File: config.mk
export PLATFORM = sky130hd
export DESIGN_NAME = spi_dc_seq
export DESIGN_NICKNAME = d
export VERILOG_FILES = /design/src/rtl/spi_dc_pkg.sv /design/src/rtl/spi_dc_tick.sv /design/src/rtl/spi_dc_shift.sv /design/src/rtl/spi_dc_result.sv /design/src/rtl/spi_dc_seq.sv
export SDC_FILE = /design/constraint.sdc
export NUM_CORES = 1
export LEC_CHECK = 0
export ABC_AREA = 1
export BUFFER_PORTS_ARGS = -buffer_cell sky130_fd_sc_hd__clkbuf_2
export CORE_UTILIZATION = 30
export CTS_BUF_LIST = sky130_fd_sc_hd__clkbuf_4 sky130_fd_sc_hd__clkbuf_8
export CTS_CLUSTER_SIZE = 24
export DETAILED_ROUTE_END_ITERATION = 12
export PLACE_DENSITY_LB_ADDON = 0.05
export RECOVER_POWER = 100
export REMOVE_ABC_BUFFERS = 1
export SYNTH_ARGS = -nofsm -noshare
export SYNTH_HDL_FRONTEND = slang
export SYNTH_SLANG_ARGS = --single-unit
File: constraint.sdc
create_clock -name clk -period 2 [get_ports clk]
set_input_delay 0.1 -clock clk [delete_from_list [all_inputs] [get_ports clk]]
set_output_delay 0.1 -clock clk [all_outputs]
set_load 0.01 [all_outputs]
File: src/rtl/spi_dc_pkg.sv
package spi_dc_pkg;
  localparam int WORD_W = 16;
  localparam int BYTE_W = 8;
  localparam int ADDR_W = 5;
  localparam int OP_W   = 3;

  localparam logic [OP_W-1:0] OP_NOP  = 3'b000;
  localparam logic [OP_W-1:0] OP_RD   = 3'b001;
  localparam logic [OP_W-1:0] OP_WR   = 3'b010;
  localparam logic [OP_W-1:0] OP_MARK = 3'b111;

  typedef enum logic [2:0] {
    ST_IDLE,
    ST_LEAD,
    ST_SHIFT,
    ST_TAIL,
    ST_GAP
  } seq_state_t;
endpackage

File: src/rtl/spi_dc_tick.sv
module spi_dc_tick #(
  parameter int SCK_HALF = 2
) (
  input  logic clk,
  input  logic rst_n,
  input  logic run,
  output logic tick
);
  localparam int CW = (SCK_HALF > 1) ? $clog2(SCK_HALF) : 1;
  localparam logic [CW-1:0] LAST = CW'(SCK_HALF - 1);

  logic [CW-1:0] cnt;

  assign tick = run && (cnt == LAST);

  always_ff @(posedge clk or negedge rst_n) begin
    if (!rst_n)       cnt <= '0;
    else if (!run)    cnt <= '0;
    else if (cnt == LAST) cnt <= '0;
    else              cnt <= cnt + 1'b1;
  end

  AST_TICK_NEEDS_RUN: assert property (@(posedge clk) disable iff (!rst_n)
    tick |-> run);
endmodule

File: src/rtl/spi_dc_shift.sv
module spi_dc_shift
  import spi_dc_pkg::*;
(
  input  logic              clk,
  input  logic              rst_n,
  input  logic              load,
  input  logic [WORD_W-1:0] load_word,
  input  logic              rise,
  input  logic              fall,
  input  logic              miso,
  output logic              mosi,
  output logic              last_bit,
  output logic [WORD_W-1:0] rx_word
);
  localparam int BW = $clog2(WORD_W);

  logic [WORD_W-1:0] tx;
  logic [BW-1:0]     bit_cnt;

  assign mosi     = tx[WORD_W-1];
  assign last_bit = (bit_cnt == BW'(WORD_W - 1));

  always_ff @(posedge clk or negedge rst_n) begin
    if (!rst_n) begin
      tx      <= '0;
      rx_word <= '0;
      bit_cnt <= '0;
    end else begin
      if (rise) rx_word <= {rx_word[WORD_W-2:0], miso};
      if (load) begin
        tx      <= load_word;
        bit_cnt <= '0;
      end else if (fall) begin
        tx      <= {tx[WORD_W-2:0], 1'b0};
        bit_cnt <= bit_cnt + 1'b1;
      end
    end
  end

  AST_EDGE_EXCL: assert property (@(posedge clk) disable iff (!rst_n)
    !(rise && fall));
  AST_NO_LOAD_AT_RISE: assert property (@(posedge clk) disable iff (!rst_n)
    !(rise && load));
endmodule

File: src/rtl/spi_dc_result.sv
module spi_dc_result
  import spi_dc_pkg::*;
#(
  parameter int N_DEV = 4,
  localparam int IW = (N_DEV > 1) ? $clog2(N_DEV) : 1
) (
  input  logic                    clk,
  input  logic                    rst_n,
  input  logic                    clear,
  input  logic                    capture,
  input  logic [IW-1:0]           dev_idx,
  input  logic [WORD_W-1:0]       rx_word,
  input  logic [N_DEV-1:0]        rd_mask,
  input  logic [N_DEV*ADDR_W-1:0] addr_flat,
  output logic [N_DEV*BYTE_W-1:0] res_data,
  output logic [N_DEV-1:0]        res_valid,
  output logic [N_DEV-1:0]        res_err
);
  for (genvar d = 0; d < N_DEV; d++) begin : g_dev
    logic hit;
    logic [BYTE_W-1:0] expect_hdr;
    assign hit        = capture && (dev_idx == IW'(d)) && rd_mask[d];
    assign expect_hdr = {OP_MARK, addr_flat[d*ADDR_W +: ADDR_W]};

    always_ff @(posedge clk or negedge rst_n) begin
      if (!rst_n) begin
        res_data[d*BYTE_W +: BYTE_W] <= '0;
        res_valid[d] <= 1'b0;
        res_err[d]   <= 1'b0;
      end else if (clear) begin
        res_valid[d] <= 1'b0;
        res_err[d]   <= 1'b0;
      end else if (hit) begin
        res_data[d*BYTE_W +: BYTE_W] <= rx_word[BYTE_W-1:0];
        res_valid[d] <= 1'b1;
        res_err[d]   <= (rx_word[WORD_W-1:BYTE_W] != expect_hdr);
      end
    end

    AST_VALID_ONLY_READS: assert property (@(posedge clk) disable iff (!rst_n)
      res_valid[d] |-> rd_mask[d]);
    AST_ERR_WITH_VALID: assert property (@(posedge clk) disable iff (!rst_n)
      res_err[d] |-> res_valid[d]);
  end
endmodule

File: src/rtl/spi_dc_seq.sv
module spi_dc_seq
  import spi_dc_pkg::*;
#(
  parameter int N_DEV    = 4,
  parameter int SCK_HALF = 2
) (
  input  logic                    clk,
  input  logic                    rst_n,
  input  logic                    start,
  input  logic [N_DEV-1:0]        cmd_rd,
  input  logic [N_DEV*ADDR_W-1:0] cmd_addr,
  input  logic [N_DEV*BYTE_W-1:0] cmd_data,
  output logic                    busy,
  output logic                    done,
  output logic [N_DEV*BYTE_W-1:0] res_data,
  output logic [N_DEV-1:0]        res_valid,
  output logic [N_DEV-1:0]        res_err,
  output logic                    spi_cs_n,
  output logic                    spi_sck,
  output logic                    spi_mosi,
  input  logic                    spi_miso
);
  localparam int IW = (N_DEV > 1) ? $clog2(N_DEV) : 1;
  localparam logic [IW-1:0] LAST_IDX = IW'(N_DEV - 1);

  seq_state_t state;
  logic [N_DEV-1:0]        rd_q;
  logic [N_DEV*ADDR_W-1:0] addr_q;
  logic [N_DEV*BYTE_W-1:0] data_q;
  logic [IW-1:0]           word_idx;
  logic                    frame2, gap_half, sck_q, cs_n_q, done_q;

  logic tick, rise, fall, load, last_bit, accept;
  logic [IW-1:0]     ld_idx, ld_dev;
  logic [WORD_W-1:0] ld_word, rx_word;

  assign busy     = (state != ST_IDLE);
  assign done     = done_q;
  assign spi_cs_n = cs_n_q;
  assign spi_sck  = sck_q;
  assign accept   = (state == ST_IDLE) && start;

  spi_dc_tick #(.SCK_HALF(SCK_HALF)) u_tick (
    .clk(clk), .rst_n(rst_n), .run(busy), .tick(tick)
  );

  assign rise = (state == ST_SHIFT) && tick && !sck_q;
  assign fall = (state == ST_SHIFT) && tick &&  sck_q;
  assign load = ((state == ST_LEAD) && tick) ||
                (fall && last_bit && (word_idx != LAST_IDX));

  // word k of a frame targets device N-1-k
  always_comb begin
    ld_idx = (state == ST_LEAD) ? '0 : word_idx + 1'b1;
    ld_dev = LAST_IDX - ld_idx;
    if (frame2)
      ld_word = {OP_NOP, {ADDR_W{1'b0}}, {BYTE_W{1'b0}}};
    else if (rd_q[ld_dev])
      ld_word = {OP_RD, addr_q[ld_dev*ADDR_W +: ADDR_W], {BYTE_W{1'b0}}};
    else
      ld_word = {OP_WR, addr_q[ld_dev*ADDR_W +: ADDR_W],
                 data_q[ld_dev*BYTE_W +: BYTE_W]};
  end

  spi_dc_shift u_shift (
    .clk(clk), .rst_n(rst_n), .load(load), .load_word(ld_word),
    .rise(rise), .fall(fall), .miso(spi_miso), .mosi(spi_mosi),
    .last_bit(last_bit), .rx_word(rx_word)
  );

  spi_dc_result #(.N_DEV(N_DEV)) u_result (
    .clk(clk), .rst_n(rst_n), .clear(accept),
    .capture(fall && last_bit && frame2),
    .dev_idx(LAST_IDX - word_idx), .rx_word(rx_word),
    .rd_mask(rd_q), .addr_flat(addr_q),
    .res_data(res_data), .res_valid(res_valid), .res_err(res_err)
  );

  always_ff @(posedge clk or negedge rst_n) begin
    if (!rst_n) begin
      state    <= ST_IDLE;
      rd_q     <= '0;
      addr_q   <= '0;
      data_q   <= '0;
      word_idx <= '0;
      frame2   <= 1'b0;
      gap_half <= 1'b0;
      sck_q    <= 1'b0;
      cs_n_q   <= 1'b1;
      done_q   <= 1'b0;
    end else begin
      done_q <= 1'b0;
      unique case (state)
        ST_IDLE: if (start) begin
          rd_q     <= cmd_rd;
          addr_q   <= cmd_addr;
          data_q   <= cmd_data;
          cs_n_q   <= 1'b0;
          frame2   <= 1'b0;
          word_idx <= '0;
          state    <= ST_LEAD;
        end
        ST_LEAD: if (tick) state <= ST_SHIFT;
        ST_SHIFT: begin
          if (rise) sck_q <= 1'b1;
          if (fall) begin
            sck_q <= 1'b0;
            if (last_bit) begin
              if (word_idx == LAST_IDX) state <= ST_TAIL;
              else word_idx <= word_idx + 1'b1;
            end
          end
        end
        ST_TAIL: if (tick) begin
          cs_n_q <= 1'b1;
          if (!frame2 && (|rd_q)) begin
            gap_half <= 1'b0;
            state    <= ST_GAP;
          end else begin
            done_q <= 1'b1;
            state  <= ST_IDLE;
          end
        end
        ST_GAP: if (tick) begin
          if (gap_half) begin
            cs_n_q   <= 1'b0;
            frame2   <= 1'b1;
            word_idx <= '0;
            state    <= ST_LEAD;
          end else begin
            gap_half <= 1'b1;
          end
        end
        default: state <= ST_IDLE;
      endcase
    end
  end

  AST_SCK_LOW_OFF_FRAME: assert property (@(posedge clk) disable iff (!rst_n)
    spi_cs_n |-> !spi_sck);
  AST_MOSI_HELD_AT_RISE: assert property (@(posedge clk) disable iff (!rst_n)
    $rose(spi_sck) |-> $stable(spi_mosi));
  AST_DONE_SINGLE: assert property (@(posedge clk) disable iff (!rst_n)
    done |=> !done);
  AST_DONE_IDLE: assert property (@(posedge clk) disable iff (!rst_n)
    done |-> (!busy && spi_cs_n));
  AST_CMD_FROZEN: assert property (@(posedge clk) disable iff (!rst_n)
    (busy && $past(busy)) |-> ($stable(rd_q) && $stable(addr_q) && $stable(data_q)));
  AST_SECOND_FRAME_READ: assert property (@(posedge clk) disable iff (!rst_n)
    frame2 |-> (|rd_q));
endmodule

==> impl_metrics.csv, run 1 <==
group,metric,value,unit
sta,finalCriticalPeriod,1.81,ns
clocking,cts_tree,"built",
yosys,yosys.area.top_type_share,53.1,%
layout,layout.cells.non_filler,1251,
pwr,power_density,1310,nW/um^2
yosys,synth_seq_cells,143,
yosys,ys_warn_count,0,
global_route,grt_pass1_wl,29100,um
clocking,clock_latency,0.45,ns
layout,syn2layout_area_growth,26.4,%
yosys,synth_top_cell_by_area,"dfrtp_1",
clocking,cts.clk_slew.worst_paths,0.09,ns
sta,max_freq,552,MHz
route,drt_iter0_drc,288,
flow_run,cap_violations,0,
sta,worstMarginPinSlew,1.41,ns
yosys,yosysMostFrequentCell,"nand2_1",
clocking,clock_tree.buffer_depth,2,
yosys,synth.area.top_cells,"dfrtp_1 53%, nand2_1 12%, o21ai_0 6.7%, inv_1 5.2%, nand3_1 4.7%",
critical_path,cp.required,2.33,ns
route,wl_per_cell,14.2,um
global_route,grt_max_degree,106,
global_route,antenna_found_initial,0,
layout,fin_nets,1023,
floorplan,design.portCount,105,
global_route,overflow,0,
placed_design,hpwlAfterDp,12400,um
sta,final_hold_viol_count,0,
placed_design,place.gp.congestion,0.784,
sta,slew_violations,0,
floorplan,rows,54,
pwr,ir_drop,0.575,mV
sta,skew,0.0139,ns
clocking,clock-root-buffer,"clkbuf_8",
placed_design,place_inst,1161,
yosys,syn_area_per_cell,8.55,sq um
pwr,totalPowerFinal,0.0111,W
yosys,synth-main-ff-cell,"dfrtp_1",
floorplan,fp.dieH,151,um
critical_path,critPathMaxFanout,9,
yosys,synth_common_cells,"215 x nand2_1, 142 x dfrtp_1, 93 x inv_1",
yosys,yosysUniqueCellTypes,35,
layout,diodes,0,
global_route,grt_pass1_vias,5745,
sta,slew_headroom,6.10,%
yosys,ys_async_sr_fraction,100,%
floorplan,core_area,21800,sq um
clocking,htreeDepth,4,
floorplan,die-area,22900,sq um
yosys,syn-cell-area,6690,sq um
critical_path,crit_type,"reg -> reg",
layout,post-route-util,38.8,%
route,vias_per_cell,4.61,
route,num_vias,5772,
clocking,cts_buffers,17,
sta,fin_crit_sh,90.6,%
floorplan,start_util,30.7,%
placed_design,port_buffers,104,
clocking,post_cts_buffers,0,
pwr,p_leak,4.10,nW
critical_path,critPathArrivalTime,2.14,ns
sta,setup_viol,0,
global_route,track_usage,16.6,%
worst_hold_path,min_path_type,"in -> reg",
outcome,outcome,"finished, final reports clean",
route,drc,0,
clocking,clock-sinks,143,
route,drt_first_pass_iters,5,
yosys,synthCells,783,
sta,rsz0062_at_grt,"no",
floorplan,fp.dieW,151,um
layout,nFillCells,2342,
yosys,synth_edf_count,0,
route,ant_nets,0,
critical_path,start_kind,"register",
route,wirelength,17800,um
yosys,yosysSeqAreaShare,53.5,%
layout,drive_gt1_share,14.0,%
critical_path,end_kind,"register",
power breakdown:
group | internal (W) | leakage [nW] | switching [W]
Combinational | 0.00158 | 2.07 | 0.00287
Clock | 0.00102 | 0.184 | 0.00124
Sequential | 0.00378 | 1.85 | 0.000575
per-stage QoR:
| stage | area, sq um | worst slack [ns] | setup TNS [ns] | hold slack (ns) |
|---|---|---|---|---|
| after global routing | 8460 | 0.0245 | 0 | 0.213 |
| after floorplan | 6500 | -0.760 | -22.98 | -0.196 |
| after detailed placement | 7610 | 0.192 | 0 | 0.100 |
| after CTS | 8580 | 0.166 | 0 | 0.111 |
| final | 8460 | 0.188 | 0 | 0.154 |
| after global placement | 7610 | 0.256 | 0 | 0.102 |
worst max-delay path, cell delays in order, from the launching register on:
cell and delay [ns]:
dfrtp_1 0.46, nor2_4 0.15, nand3_4 0.12, nor2_8 0.11
buf_4 0.18, inv_1 0.05, nand2_1 0.11, clkbuf_1 0.30
nand2_1 0.10, inv_1 0.06, a21oi_1 0.06
state kept, by name, indices dropped and copies added (netlist names), 16 cells and up:
signal,count
addr_q,20
u_shift.rx_word,16
u_result.res_data,32
data_q,32
u_shift.tx,16
worst paths after layout:
path | start | end | slack (ns) | cells past startpoint
worst max-delay path | state[0]$_DFFE_PN0P_ | u_shift.tx[1]$_DFFE_PN0P_ | 0.19 | 10
worst min-delay path | start | spi_cs_n$_DFFE_PN1P_ | 0.15 | 6
worst max register to register | state[0]$_DFFE_PN0P_ | u_shift.tx[1]$_DFFE_PN0P_ | 0.19 | 10
worst min register to register | data_q[8]$_DFFE_PN0P_ | data_q[8]$_DFFE_PN0P_ | 0.48 | 2
max in group asynchronous | rst_n | data_q[28]$_DFFE_PN0P_ | 0.33 | 3
min in group asynchronous | rst_n | addr_q[16]$_DFFE_PN0P_ | 0.51 | 2
cells by family (layout without fill, tap and decap cells):
group / count (synthesis) / count (layout) / share of synthesized area, %
buf+inv: 130 / 318 / 8.23
simple gates: 339 / 339 / 23.3
flops: 143 / 143 / 53.5
xor+xnor: 10 / 10 / 1.31
compound gates: 155 / 155 / 12.6
mux: 1 / 1 / 0.168
fa+ha+maj: 5 / 5 / 0.935
layout make-up:
| class | instances | area (sq um) | area share, % |
|---|---|---|---|
| inverter | 96 | 360 | 4.26 |
| tap | 280 | 350 | 4.14 |
| timing repair buffer | 190 | 1270 | 15.1 |
| multi-input combinational | 510 | 2510 | 29.7 |
| clock buffer | 17 | 234 | 2.77 |
| clock inverter | 15 | 149 | 1.76 |
| sequential | 143 | 3580 | 42.3 |
cell usage in the layout, fill, tap and decap left out, types with 2 or more instances in the layout:
| master | n |
|---|---|
| a21oi_1 | 21 |
| and3_1 | 2 |
| buf_4 | 18 |
| clkbuf_1 | 46 |
| clkbuf_2 | 62 |
| clkbuf_4 | 4 |
| clkbuf_8 | 17 |
| clkinvlp_4 | 4 |
| dfrtp_1 | 142 |
| dlygate4sd3_1 | 58 |
| ha_1 | 5 |
| inv_1 | 93 |
| inv_2 | 2 |
| inv_6 | 6 |
| inv_8 | 2 |
| nand2_1 | 216 |
| nand3_1 | 63 |
| nand3_4 | 6 |
| nand4_1 | 13 |
| nor2_1 | 23 |
| nor2_4 | 3 |
| nor2_8 | 2 |
| nor3_1 | 5 |
| o21ai_0 | 119 |
| o21ai_1 | 6 |
| o22ai_1 | 7 |
| xnor2_1 | 4 |
| xor2_1 | 6 |
routing by layer:
metal / vias to the layer above / GRT usage (%) / part of all wire [%]
met5: - / 0 / 0
met4: 0 / 5.05 / 1.2
met3: 15 / 2.98 / 3.8
met2: 116 / 28.4 / 49
met1: 2763 / 21.2 / 46
li1: 2878 / - / -
timing repair:
item / CTS / global route
setup endpoints to repair: 0 / 14
hold buffers: 58 / 0
hold endpoints to repair: 105 / 0
gates resized for setup: 0 / 3
(Power assumes the default switching activity.)
==> run 2, diff against run 1 <==
- CORE_ASPECT_RATIO: not set -> 0.9
- CORE_UTILIZATION: 30 -> 40
==> run 2 against run 1 <==
  * The flow now finishes with violations (DRC)
  * Setup slack worse by 0.0026 ns
  * Register-to-register slack barely moved
  * Total power down 0.27%
  * Utilization up 12 points
  * Sequential cell count unchanged
  * Final cell count shrank 6.4%
  * Critical endpoint is now u_shift.tx[13]$_DFFE_PN0P_
==> impl_metrics.csv, run 2 (same netlist as run 1, synthesis figures left out) <==
group,metric,value,unit
outcome,outcome,"finished, violations left",
outcome,violations,"DRC",
route,num_vias,5700,
floorplan,fp.dieW,138,um
floorplan,die-area,17300,sq um
floorplan,core_area,16200,sq um
pwr,pwr-share-clk,20.5,%
global_route,grt_pass1_vias,5716,
route,vias_per_cell,4.87,
critical_path,r2r_slack,0.19,ns
global_route,track_usage,20.7,%
critical_path,crit_type,"reg -> reg",
critical_path,worstReg2RegEnd,"u_shift.tx[13]$_DFFE_PN0P_",
global_route,grt_max_degree,77,
pwr,power_density,1330,nW/um^2
sta,fin_crit_sh,90.7,%
route,wirelength,16900,um
clocking,clock_latency,0.45,ns
worst_hold_path,min_path_type,"in -> reg",
sta,setup_viol,0,
global_route,antenna_found_initial,0,
clocking,clock-sinks,143,
pwr,p_leak,4.07,nW
worst_hold_path,min_to,"spi_cs_n$_DFFE_PN1P_",
critical_path,reg2reg_from,"word_idx[0]$_DFFE_PN0P_",
worst_hold_path,hold_path_depth,6,
layout,post-route-util,51.2,%
clocking,post_cts_buffers,0,
pwr,pwr-share-seq,39.3,%
worst_hold_path,min-delay-start,"start",
route,drt_iter0_drc,372,
layout,nFillCells,1567,
layout,diodes,0,
critical_path,crit_family,"simple AND/OR/NAND/NOR gates",
layout,final_common_cell,"nand2_1",
pwr,pwr-share-comb,40.2,%
layout,fin_nets,1016,
pwr,p_sw_share,42.2,%
route,drt_first_pass_iters,9,
sta,slew_headroom,18.0,%
pwr,ir_drop,0.527,mV
floorplan,rows,44,
critical_path,critPathMaxFanout,10,
critical_path,max_stage_delay,0.39,ns
critical_path,cp.required,2.38,ns
layout,final_cell_mix,"215 x nand2_1, 142 x dfrtp_1, 121 x o21ai_0, 94 x inv_1, 63 x nand3_1",
layout,drive_gt1_share,13.5,%
clocking,cts_resized,0,
global_route,overflow,0,
critical_path,r2r_cells,9,
clocking,htreeDepth,4,
critical_path,cpMaxStageDelayCell,"dfrtp_1",
clocking,cts_buffers,17,
layout,syn2layout_area_growth,24.4,%
clocking,cts_tree,"built",
clocking,clock_tree.buffer_depth,2,
flow_run,cap_violations,0,
route,ant_nets,0,
placed_design,place.gp.congestion,0.843,
sta,max_freq,551,MHz
pwr,switchingPower,0.00466,W
critical_path,end_kind,"register",
pwr,internal_power,0.00638,W
route,wl_per_cell,14.4,um
route,drc,17,
floorplan,fp.dieH,125,um
sta,setup_tns,0,ns
critical_path,critPathArrivalTime,2.20,ns
sta,finalCriticalPeriod,1.81,ns
layout,largestRegisters,"data_q x32, u_result.res_data x32, addr_q x20",
sta,rsz0062_at_grt,"no",
placed_design,port_buffers,104,
placed_design,hpwlAfterDp,11500,um
sta,final_hold_viol_count,0,
sta,slew_violations,0,
sta,worstMarginPinSlew,1.23,ns
floorplan,start_util,41.2,%
clocking,clock-root-buffer,"clkbuf_8",
critical_path,path_buf_inv,3,
floorplan,design.portCount,105,
global_route,grt_pass1_wl,28100,um
critical_path,start_kind,"register",
sta,skew,0.0130,ns
clocking,cts.clk_slew.worst_paths,0.08,ns
critical_path,crit_path_cell_trace,"buf_4 -> ha_1 -> inv_1 -> nand3_4 -> nand2_2 -> inv_1 -> nor2_4 -> nand3_1 -> nand3_1",
[run 2: cell count changes in the layout (fill, tap and decap cells not counted), sizes merged]
cell	before	now
buf	19	16
clkinvlp	4	3
clkinv	3	4
clkbuf	130	126
[run 2: layout make-up]
| cell class | instances | area (sq um) | area share (%) |
|---|---|---|---|
| repair buffers | 183 | 1220 | 14.7 |
| multi-input cells | 510 | 2510 | 30.2 |
| well taps | 207 | 259 | 3.11 |
| clock buffers | 17 | 234 | 2.81 |
| clock inverters | 15 | 151 | 1.82 |
| inverters | 96 | 360 | 4.33 |
| flip-flops and latches | 143 | 3580 | 43.0 |
[run 2: worst reg2reg max path, delay by kind of cell, from the launching register on]
kind	cells	cell delay, ns
adder cells (fa/ha/maj)	1	0.28
AND/OR/NAND/NOR	5	0.56
buffers and inverters	3	0.51
flip-flops	1	0.39
[run 2: stage by stage]
step	cell area, sq um	hold WS, ns	instances	power [W]	setup WS (ns)
2_1_floorplan	6500	-0.196	749	0.00721	-0.760
3_3_place_gp	7500	0.0762	1081	0.00872	0.206
3_5_place_dp	7500	0.0774	1081	0.00884	0.141
4_1_cts	8460	0.105	1171	0.0112	0.128
5_1_grt	8320	0.143	1171	0.0120	0.0245
6_report	8320	0.134	1171	0.0110	0.186
[run 2: power by group through the flow]
stage | clock network, W | registers, W | logic [W]
floorplan | 0 | 0.00428 | 0.00292
global placement | 0 | 0.00438 | 0.00435
detailed placement | 0 | 0.00438 | 0.00446
CTS | 0.00233 | 0.00433 | 0.00456
global route | 0.00246 | 0.00443 | 0.00511
finish | 0.00227 | 0.00433 | 0.00444
[run 2: what timing repair did]
| action | 4_1_cts | 5_1_grt |
|---|---|---|
| hold endpoints to repair | 134 | 0 |
| endpoints found under the setup margin | 0 | 0 |
| hold buffers | 58 | 0 |
[run 2: layer usage]
layer,track usage (%),vias up,part of all wire [%]
li1,-,2859,-
met1,28.1,2701,48
met2,33.3,125,46
met3,4.73,15,4.1
met4,5.62,0,1.2
met5,0,-,0
[run 2: worst max path at each step]
stage                            start                               to  slack, ns  cells past startpoint
2_1_floorplan     state[1]$_DFFE_PN0P_  u_result.res_err[0]$_DFFE_PN0P_      -0.76                      8
3_3_place_gp      state[0]$_DFFE_PN0P_  u_result.res_err[0]$_DFFE_PN0P_       0.21                      8
3_5_place_dp      state[0]$_DFFE_PN0P_  u_result.res_err[0]$_DFFE_PN0P_       0.14                      8
4_1_cts           state[0]$_DFFE_PN0P_  u_result.res_err[0]$_DFFE_PN0P_       0.13                      8
5_1_grt           state[1]$_DFFE_PN0P_            addr_q[0]$_DFFE_PN0P_       0.02                      8
6_report       word_idx[0]$_DFFE_PN0P_       u_shift.tx[13]$_DFFE_PN0P_       0.19                      9
